<file path="src/rtl/vl_access_pkg.sv">
package vl_access_pkg;
    localparam int LVL_W = 2;
    localparam int EC_W  = 6;

    typedef enum logic [1:0] {
        TGT_NONE = 2'd0,
        TGT_LOW  = 2'd1,
        TGT_HIGH = 2'd2,
        TGT_SLOT = 2'd3
    } target_e;

    typedef struct packed {
        logic             undef;
        logic             trap;
        logic [LVL_W-1:0] lvl;
        logic [EC_W-1:0]  ec;
    } verdict_t;
endpackage

</file>
<file path="src/rtl/vl_enc_match.sv">
module vl_enc_match #(
    parameter logic [1:0] F_A      = 2'd3,
    parameter logic [2:0] F_B_HIGH = 3'd4,
    parameter logic [2:0] F_B_LOW  = 3'd0,
    parameter logic [3:0] F_C      = 4'd1,
    parameter logic [3:0] F_D      = 4'd2,
    parameter logic [2:0] F_E      = 3'd0
) (
    input  logic [1:0] enc_a,
    input  logic [2:0] enc_b,
    input  logic [3:0] enc_c,
    input  logic [3:0] enc_d,
    input  logic [2:0] enc_e,
    output logic       hit_high,
    output logic       hit_low
);
    logic common;

    always_comb begin
        common   = (enc_a == F_A) && (enc_c == F_C) && (enc_d == F_D) && (enc_e == F_E);
        hit_high = common && (enc_b == F_B_HIGH);
        hit_low  = common && (enc_b == F_B_LOW);
    end
endmodule

</file>
<file path="src/rtl/vl_guard_chain.sv">
module vl_guard_chain
    import vl_access_pkg::*;
#(
    parameter logic [EC_W-1:0] EC_VEC = 6'h19
) (
    input  logic     use_l1_gate,
    input  logic     l1_gate_lo,
    input  logic     apply_nonhost,
    input  logic     host_mode,
    input  logic     nonhost_trap,
    input  logic     l2_gate_lo,
    input  logic     top_present,
    input  logic     undef_prio,
    input  logic     l3_gate,
    input  logic     dbg_undef,
    output verdict_t verdict
);
    always_comb begin
        verdict = '0;
        if (top_present && undef_prio && !l3_gate) begin
            verdict.undef = 1'b1;
        end else if (use_l1_gate && !l1_gate_lo) begin
            verdict.trap = 1'b1;
            verdict.lvl  = 2'd1;
            verdict.ec   = EC_VEC;
        end else if (apply_nonhost && !host_mode && nonhost_trap) begin
            verdict.trap = 1'b1;
            verdict.lvl  = 2'd2;
            verdict.ec   = EC_VEC;
        end else if (host_mode && !l2_gate_lo) begin
            verdict.trap = 1'b1;
            verdict.lvl  = 2'd2;
            verdict.ec   = EC_VEC;
        end else if (top_present && !l3_gate) begin
            if (dbg_undef) begin
                verdict.undef = 1'b1;
            end else begin
                verdict.trap = 1'b1;
                verdict.lvl  = 2'd3;
                verdict.ec   = EC_VEC;
            end
        end
    end
endmodule

</file>
<file path="src/rtl/vl_target_pick.sv">
module vl_target_pick
    import vl_access_pkg::*;
(
    input  logic       hit_high,
    input  logic [1:0] cur_lvl,
    input  logic       host_mode,
    input  logic [2:0] nest_ctl,
    output target_e    target
);
    always_comb begin
        target = TGT_LOW;
        if (hit_high) begin
            target = TGT_HIGH;
        end else begin
            unique case (cur_lvl)
                2'd1:    target = (&nest_ctl) ? TGT_SLOT : TGT_LOW;
                2'd2:    target = host_mode ? TGT_HIGH : TGT_LOW;
                default: target = TGT_LOW;
            endcase
        end
    end
endmodule

</file>
<file path="src/rtl/vl_access_arbiter.sv">
module vl_access_arbiter
    import vl_access_pkg::*;
#(
    parameter logic [EC_W-1:0] EC_NESTED = 6'h18,
    parameter logic [EC_W-1:0] EC_VEC    = 6'h19
) (
    input  logic             acc_write,
    input  logic [1:0]       enc_a,
    input  logic [2:0]       enc_b,
    input  logic [3:0]       enc_c,
    input  logic [3:0]       enc_d,
    input  logic [2:0]       enc_e,
    input  logic [LVL_W-1:0] cur_lvl,
    input  logic             host_mode,
    input  logic [2:0]       nest_ctl,
    input  logic             l1_gate_lo,
    input  logic             l2_nonhost_trap,
    input  logic             l2_gate_lo,
    input  logic             l3_gate,
    input  logic             top_present,
    input  logic             undef_prio,
    input  logic             dbg_undef,
    input  logic             l2_active,
    output logic             no_match,
    output logic [2:0]       outcome,
    output logic [LVL_W-1:0] trap_lvl,
    output logic [EC_W-1:0]  exc_class,
    output logic [1:0]       target_sel,
    output logic             target_write
);
    logic     hit_high, hit_low;
    verdict_t chain_v;
    target_e  picked;
    logic     from_l1;

    assign from_l1 = (cur_lvl == 2'd1);

    vl_enc_match u_match (
        .enc_a    (enc_a),
        .enc_b    (enc_b),
        .enc_c    (enc_c),
        .enc_d    (enc_d),
        .enc_e    (enc_e),
        .hit_high (hit_high),
        .hit_low  (hit_low)
    );

    vl_guard_chain #(.EC_VEC(EC_VEC)) u_chain (
        .use_l1_gate   (from_l1),
        .l1_gate_lo    (l1_gate_lo),
        .apply_nonhost (from_l1 ? l2_active : 1'b1),
        .host_mode     (host_mode),
        .nonhost_trap  (l2_nonhost_trap),
        .l2_gate_lo    (l2_gate_lo),
        .top_present   (top_present),
        .undef_prio    (undef_prio),
        .l3_gate       (l3_gate),
        .dbg_undef     (dbg_undef),
        .verdict       (chain_v)
    );

    vl_target_pick u_pick (
        .hit_high  (hit_high),
        .cur_lvl   (cur_lvl),
        .host_mode (host_mode),
        .nest_ctl  (nest_ctl),
        .target    (picked)
    );

    verdict_t fin;
    logic     grant;

    always_comb begin
        fin   = '0;
        grant = 1'b0;
        if (hit_high || hit_low) begin
            unique case (cur_lvl)
                2'd0: fin.undef = 1'b1;
                2'd1: begin
                    if (hit_high) begin
                        if (nest_ctl[0]) begin
                            fin.trap = 1'b1;
                            fin.lvl  = 2'd2;
                            fin.ec   = EC_NESTED;
                        end else begin
                            fin.undef = 1'b1;
                        end
                    end else begin
                        fin   = chain_v;
                        grant = !chain_v.undef && !chain_v.trap;
                    end
                end
                2'd2: begin
                    fin   = chain_v;
                    grant = !chain_v.undef && !chain_v.trap;
                end
                default: begin
                    if (!l3_gate) begin
                        fin.trap = 1'b1;
                        fin.lvl  = 2'd3;
                        fin.ec   = EC_VEC;
                    end else begin
                        grant = 1'b1;
                    end
                end
            endcase
        end
    end

    always_comb begin
        no_match     = !(hit_high || hit_low);
        outcome      = {grant, fin.trap, fin.undef};
        trap_lvl     = fin.trap ? fin.lvl : '0;
        exc_class    = fin.trap ? fin.ec : '0;
        target_sel   = grant ? picked : TGT_NONE;
        target_write = grant && acc_write;
    end
endmodule

</file>
<file path="config.mk">
export PLATFORM = sky130hd
export DESIGN_NAME = vl_access_arbiter
export DESIGN_NICKNAME = d
export VERILOG_FILES = /design/src/rtl/vl_access_pkg.sv /design/src/rtl/vl_enc_match.sv /design/src/rtl/vl_guard_chain.sv /design/src/rtl/vl_target_pick.sv /design/src/rtl/vl_access_arbiter.sv
export SDC_FILE = /design/constraint.sdc
export NUM_CORES = 1
export LEC_CHECK = 0
export BUFFER_PORTS_ARGS = -buffer_cell sky130_fd_sc_hd__buf_2
export CAP_MARGIN = 20
export CORE_MARGIN = 2
export CORE_UTILIZATION = 47
export DETAILED_ROUTE_END_ITERATION = 12
export PLACE_DENSITY = 0.89
export SYNTH_ARGS = -nofsm -noshare
export SYNTH_HDL_FRONTEND = slang
export SYNTH_HIERARCHICAL = 1
export SYNTH_SLANG_ARGS = --single-unit
</file>
<file path="constraint.sdc">
create_clock -name vclk -period 5.6
set_input_delay 0.84 -clock vclk [all_inputs]
set_output_delay 0.84 -clock vclk [all_outputs]
set_load 0.005 [all_outputs]
</file>
Yosys cells after proc, flatten, opt, wreduce, memory -nomap -nowiden
Index checks and enable logic that the tools add are counted.

Bits in registers: 0. Output and inout port bits: 15. Input port bits: 31.

Mux-type cells: 30. Equality and inequality tests: 6. Reductions and logical operators: 26.

Operators by type and width (count): 2-to-1 mux 9 bit (7); 2-to-1 mux 10 bit (3); one-hot mux 9 bit (3 select lines) (1); logical AND 1 bit (14); 2-to-1 mux 1 bit (10); 2-to-1 mux 2 bit (5); zero test 1 bit (7); zero test 3 bit (2); 2-to-1 mux 6 bit (1); one-hot mux 1 bit (3 select lines) (2); == test 2 bit (second input constant) (2); == test 4 x 1 -> 1 bit (second input constant) (1); == test 4 x 2 -> 1 bit (second input constant) (1); one-hot mux 2 bit (2 select lines) (1); == test 3 bit (second input constant) (1); AND reduction 3 bit (1); == test 2 x 1 -> 1 bit (second input constant) (1); zero test 2 bit (1); logical OR 1 bit (1).

Longest topological paths before layout
Depth in word-level cells: 13. Mapped depth: 10. Gate-level depth less buffers: 8.

Modules after synthesis
The synthesis kept the hierarchy.

By module, submodules not included: vl_access_arbiter (cells an instance 52, area an instance 336.6 µm², times used 1); vl_guard_chain (cells an instance 19, area an instance 143.9 µm², times used 1); vl_enc_match (cells an instance 7, area an instance 81.3 µm², times used 1); vl_target_pick (cells an instance 11, area an instance 72.6 µm², times used 1).

Worst setup path before layout
OpenSTA, ideal clock, no wires.

Path type: input to output. Start point: input port enc_d[0]. End point: output port exc_class[0]. Stages on the path: 5. Required time: 4.760 ns. Slack: 2.212 ns. Buffers on the path: 0. Arrival time: 2.548 ns. Cell sequence: or4b_4 -> nor4_2 -> and3b_1 -> o21ai_1 -> a22oi_1.

Word-level cells in the longest chain between the ends: 8. Elaborated cells between the ends (all ways): 10.

RTL lines: from (decl) (RTL line vl_access_arbiter.sv:11) `input logic [3:0] enc_d,`; == test 4 x 2 -> 1 bit * (RTL line vl_enc_match.sv:20) `common = (enc_a == F_A) && (enc_c == F_C) && (enc_d == F_D) && (enc_e == F_E);`; logical AND 1 bit * (2 in a row) (RTL line vl_enc_match.sv:20); logical AND 1 bit * (RTL line vl_enc_match.sv:21) `hit_high = common && (enc_b == F_B_HIGH);`; net hit_high (RTL line vl_access_arbiter.sv:31) `logic hit_high, hit_low;`; 2-to-1 mux 10 bit (RTL line vl_access_arbiter.sv:80) `if (hit_high) begin`; one-hot mux 9 bit (3 select lines) (RTL line vl_access_arbiter.sv:77) `unique case (cur_lvl)`; 2-to-1 mux 10 bit * (RTL line vl_access_arbiter.sv:76) `if (hit_high || hit_low) begin`; 2-to-1 mux 6 bit * (RTL line vl_access_arbiter.sv:114) `exc_class = fin.trap ? fin.ec : '0;`; to (decl) (RTL line vl_access_arbiter.sv:27) `output logic [EC_W-1:0] exc_class,`.

The timed path passes the listed nets; every way through them passes the cells marked *.

Worst setup path after layout
Start point: input port cur_lvl[1]. End point: output port trap_lvl[1].

Word-level cells in the longest chain between the ends: 11. Elaborated cells between the ends (all ways): 14.

RTL lines: from (decl) (RTL line vl_access_arbiter.sv:13) `input logic [LVL_W-1:0] cur_lvl,`; == test 2 x 1 -> 1 bit * (RTL line vl_access_arbiter.sv:36) `assign from_l1 = (cur_lvl == 2'd1);`; net from_l1 (RTL line vl_access_arbiter.sv:34) `logic from_l1;`; 2-to-1 mux 1 bit (RTL line vl_access_arbiter.sv:51) `.apply_nonhost (from_l1 ? l2_active : 1'b1),`; logical AND 1 bit (2 in a row) (RTL line vl_guard_chain.sv:26) `end else if (apply_nonhost && !host_mode && nonhost_trap) begin`; 2-to-1 mux 9 bit (RTL line vl_guard_chain.sv:26); 2-to-1 mux 9 bit (RTL line vl_guard_chain.sv:22) `end else if (use_l1_gate && !l1_gate_lo) begin`; 2-to-1 mux 9 bit (RTL line vl_guard_chain.sv:20) `if (top_present && undef_prio && !l3_gate) begin`; 2-to-1 mux 10 bit (RTL line vl_access_arbiter.sv:80); one-hot mux 9 bit (3 select lines) * (RTL line vl_access_arbiter.sv:77); 2-to-1 mux 10 bit * (RTL line vl_access_arbiter.sv:76); 2-to-1 mux 2 bit * (RTL line vl_access_arbiter.sv:113) `trap_lvl = fin.trap ? fin.lvl : '0;`; to (decl) (RTL line vl_access_arbiter.sv:26) `output logic [LVL_W-1:0] trap_lvl,`.

Marks and branches as above.

==> flow_summary.html <==
<table>
<tr><th>Metric</th><th>Value</th></tr>
<tr><th colspan="2">Synthesis</th></tr>
<tr><td>Area fraction of the dominant cell type after synthesis</td><td>8.28%</td></tr>
<tr><td>Post-synthesis cell type count</td><td>37</td></tr>
<tr><td>Count of yosys warnings during synthesis</td><td>6</td></tr>
<tr><td>Count of mapped cells out of synthesis</td><td>89</td></tr>
<tr><td>Leading post-synthesis cells by cell area</td><td>sky130_fd_sc_hd__buf_4 8.3%, sky130_fd_sc_hd__o21ai_0 7.9%, sky130_fd_sc_hd__nand2b_1 6.9%</td></tr>
<tr><td>Sequential fraction of the synthesis area</td><td>0%</td></tr>
<tr><td>Post-synth top area cell</td><td>sky130_fd_sc_hd__buf_4</td></tr>
<tr><td>Synthesized area per cell</td><td>7.13 µm²</td></tr>
<tr><td>Most frequent cell after synthesis</td><td>sky130_fd_sc_hd__o21ai_0</td></tr>
<tr><td>Post-synth design cell area</td><td>634 µm²</td></tr>
<tr><td>Post-synth top cells</td><td>10 x sky130_fd_sc_hd__o21ai_0, 7 x sky130_fd_sc_hd__buf_4, 7 x sky130_fd_sc_hd__nand2b_1</td></tr>
<tr><th colspan="2">Worst setup path</th></tr>
<tr><td>Startpoint class of the critical path</td><td>primary input</td></tr>
<tr><td>Worst endpoint data arrival time</td><td>3.25 ns</td></tr>
<tr><td>Crit end category</td><td>output pin</td></tr>
<tr><td>Crit Path Max Fanout</td><td>15</td></tr>
<tr><td>Data required time of the critical path</td><td>4.76 ns</td></tr>
<tr><td>Kind of critical path</td><td>primary input to output pin</td></tr>
<tr><th colspan="2">Global routing</th></tr>
<tr><td>Total routing usage reported by global routing</td><td>21.1%</td></tr>
<tr><td>Global-route wire length before repair</td><td>2.48 mm</td></tr>
<tr><td>Residual overflow from global routing</td><td>0</td></tr>
<tr><td>Vias in the first global route</td><td>646</td></tr>
<tr><td>Largest net degree at the start of global routing</td><td>19</td></tr>
<tr><td>Number of antenna violations at the first check in global routing</td><td>0</td></tr>
<tr><th colspan="2">Place</th></tr>
<tr><td>Placed insts</td><td>140</td></tr>
<tr><td>Placed wire-length estimate after detailed placement</td><td>1.40 mm</td></tr>
<tr><td>Count of buffers from port buffering</td><td>43</td></tr>
<tr><td>Final estimated routing congestion in global placement</td><td>0.758</td></tr>
<tr><th colspan="2">Timing</th></tr>
<tr><td>Count of endpoints failing setup in the final report</td><td>0</td></tr>
<tr><td>Max Clock Freq</td><td>0.245 GHz</td></tr>
<tr><td>Final count of hold timing violations</td><td>0</td></tr>
<tr><td>Period utilisation layout</td><td>73.0%</td></tr>
<tr><td>Worst slew pin tran</td><td>0.873 ns</td></tr>
<tr><td>Setup TNS</td><td>0 ns</td></tr>
<tr><td>RSZ-0062 raised after global routing</td><td>no</td></tr>
<tr><td>Minimum clock period</td><td>4.09 ns</td></tr>
<tr><td>Final Slew Violations</td><td>0</td></tr>
<tr><td>Worst hold margin</td><td>1.99 ns</td></tr>
<tr><td>Headroom to the max-slew limit</td><td>41.5%</td></tr>
<tr><th colspan="2">Worst hold path</th></tr>
<tr><td>Hold WC Path Type</td><td>primary input to output pin</td></tr>
<tr><td>Number of cells on the worst hold path</td><td>4</td></tr>
<tr><th colspan="2">Detailed routing</th></tr>
<tr><td>Detail Route Antenna Nets</td><td>0</td></tr>
<tr><td>Via total after detailed routing</td><td>789</td></tr>
<tr><td>DRC viols</td><td>0</td></tr>
<tr><td>Post-detailed-route via-to-cell ratio</td><td>5.64</td></tr>
<tr><td>DR pass1 iterations</td><td>4</td></tr>
<tr><td>Total Wirelength</td><td>1.65 mm</td></tr>
<tr><td>Number of violations reported at the end of detailed-routing iteration 0</td><td>6</td></tr>
<tr><td>Mean routed wirelength per cell</td><td>11.8 µm</td></tr>
<tr><th colspan="2">Die</th></tr>
<tr><td>Number of core rows</td><td>13</td></tr>
<tr><td>Placeable Area</td><td>1280 µm²</td></tr>
<tr><td>Starting density of the core</td><td>49.4%</td></tr>
<tr><td>Die width</td><td>40.7 µm</td></tr>
<tr><td>Die footprint</td><td>1660 µm²</td></tr>
<tr><td>Die Span Y</td><td>40.7 µm</td></tr>
<tr><td>Io pins</td><td>46</td></tr>
<tr><th colspan="2">Finish</th></tr>
<tr><td>Final Core Density</td><td>63.0%</td></tr>
<tr><td>Number of antenna repair diodes</td><td>0</td></tr>
<tr><td>Layout area overhead</td><td>27.6%</td></tr>
<tr><td>Number of nets at the end of the flow</td><td>160</td></tr>
<tr><td>Storage cell area</td><td>0 µm²</td></tr>
<tr><td>Layout fillers</td><td>131</td></tr>
<tr><td>Cell Count, Final, Fillers Out</td><td>140</td></tr>
<tr><td>Clock buffer instance count of the final layout</td><td>0</td></tr>
<tr><td>Sequential cell count of the final layout</td><td>0</td></tr>
<tr><td>Share of layout cells above drive strength 1</td><td>41.6%</td></tr>
<tr><th colspan="2">Clocking</th></tr>
<tr><td>Hold buffer count at cts</td><td>0</td></tr>
<tr><td>Buffer count from post-CTS setup fixing</td><td>0</td></tr>
<tr><td>Number of gates resized after CTS</td><td>0</td></tr>
<tr><th colspan="2">Run</th></tr>
<tr><td>Max Cap Viol</td><td>0</td></tr>
<tr><th colspan="2">Power</th></tr>
<tr><td>Pwr/cell area</td><td>45.9 nW/µm²</td></tr>
<tr><td>Final total power</td><td>0.0372 mW</td></tr>
<tr><td>Leakage dissipation</td><td>0.403 nW</td></tr>
<tr><td>Peak supply drop</td><td>0.0287 mV</td></tr>
<tr><th colspan="2">Outcome</th></tr>
<tr><td>Outcome</td><td>completed</td></tr>
</table>
[report_power, final]
| part | internal (mW) | switching, mW |
|---|---|---|
| sequential | 0 | 0 |
| combinational | 0.0186 | 0.0186 |
| clock | 0 | 0 |
[routing by layer]
metal / wire [µm] / track usage (%) / part of all wire (%) / vias to the layer above
li1: - / - / - / 404
met1: 649 / 22.8 / 39 / 342
met2: 867 / 43.7 / 52 / 37
met3: 101 / 0.543 / 6.1 / 6
met4: 36 / 5.00 / 2.2 / 0
met5: 0 / 0 / 0 / -
[cells in the final DEF (no fill, tap or decap), drive strengths merged, types with 3 or more instances in the layout]
master   n
buf     44
o21ai   11
nand2b   7
a21oi    5
nand2    5
a22oi    5
and3b    4
o211ai   4
inv      4
or4b     4
nor2b    4
and2     3
conb     3
nor4     3
[through the flow]
stage / area [µm²] / worst slack [ns]
floorplan: 642 / 2.21
global placement: 810 / 1.69
detailed placement: 810 / 1.51
CTS: 810 / 1.51
global route: 810 / 1.28
finish: 810 / 1.51
[kinds of logic (layout without fill, tap and decap cells)]
logic type | count (synthesis) | count (layout) | synth area share, %
other | 1 | 3 | 0.591
AO/OA/AOI/OAI | 33 | 33 | 34.7
buffers and inverters | 14 | 48 | 14.0
multiplexers | 1 | 1 | 2.37
adder cells (fa/ha/maj) | 2 | 2 | 3.94
AND/OR/NAND/NOR | 38 | 38 | 44.4
[path summary, 6_finish.rpt]
path | from | slack, ns | to
worst min-delay path | acc_write | 1.99 | target_write
worst max-delay path | cur_lvl[1] | 1.51 | trap_lvl[1]
[final cells by class]
class | count | area, µm² | share of cell area, %
inverters | 4 | 15.0 | 1.85
repair buffers | 44 | 223 | 27.5
multi-input cells | 77 | 553 | 68.3
well taps | 15 | 18.8 | 2.32
[worst max-delay path: stages]
cell and delay [ns]:
sky130_fd_sc_hd__buf_2 0.21, sky130_fd_sc_hd__and2b_1 0.27, sky130_fd_sc_hd__nand2b_1 0.10, sky130_fd_sc_hd__nand2_1 0.05, sky130_fd_sc_hd__mux2_4 0.29, sky130_fd_sc_hd__a31oi_1 0.72
sky130_fd_sc_hd__and3b_1 0.27, sky130_fd_sc_hd__o21ai_1 0.14, sky130_fd_sc_hd__a22oi_1 0.22, sky130_fd_sc_hd__buf_2 0.14
Power figures use the tool's default switching activity.
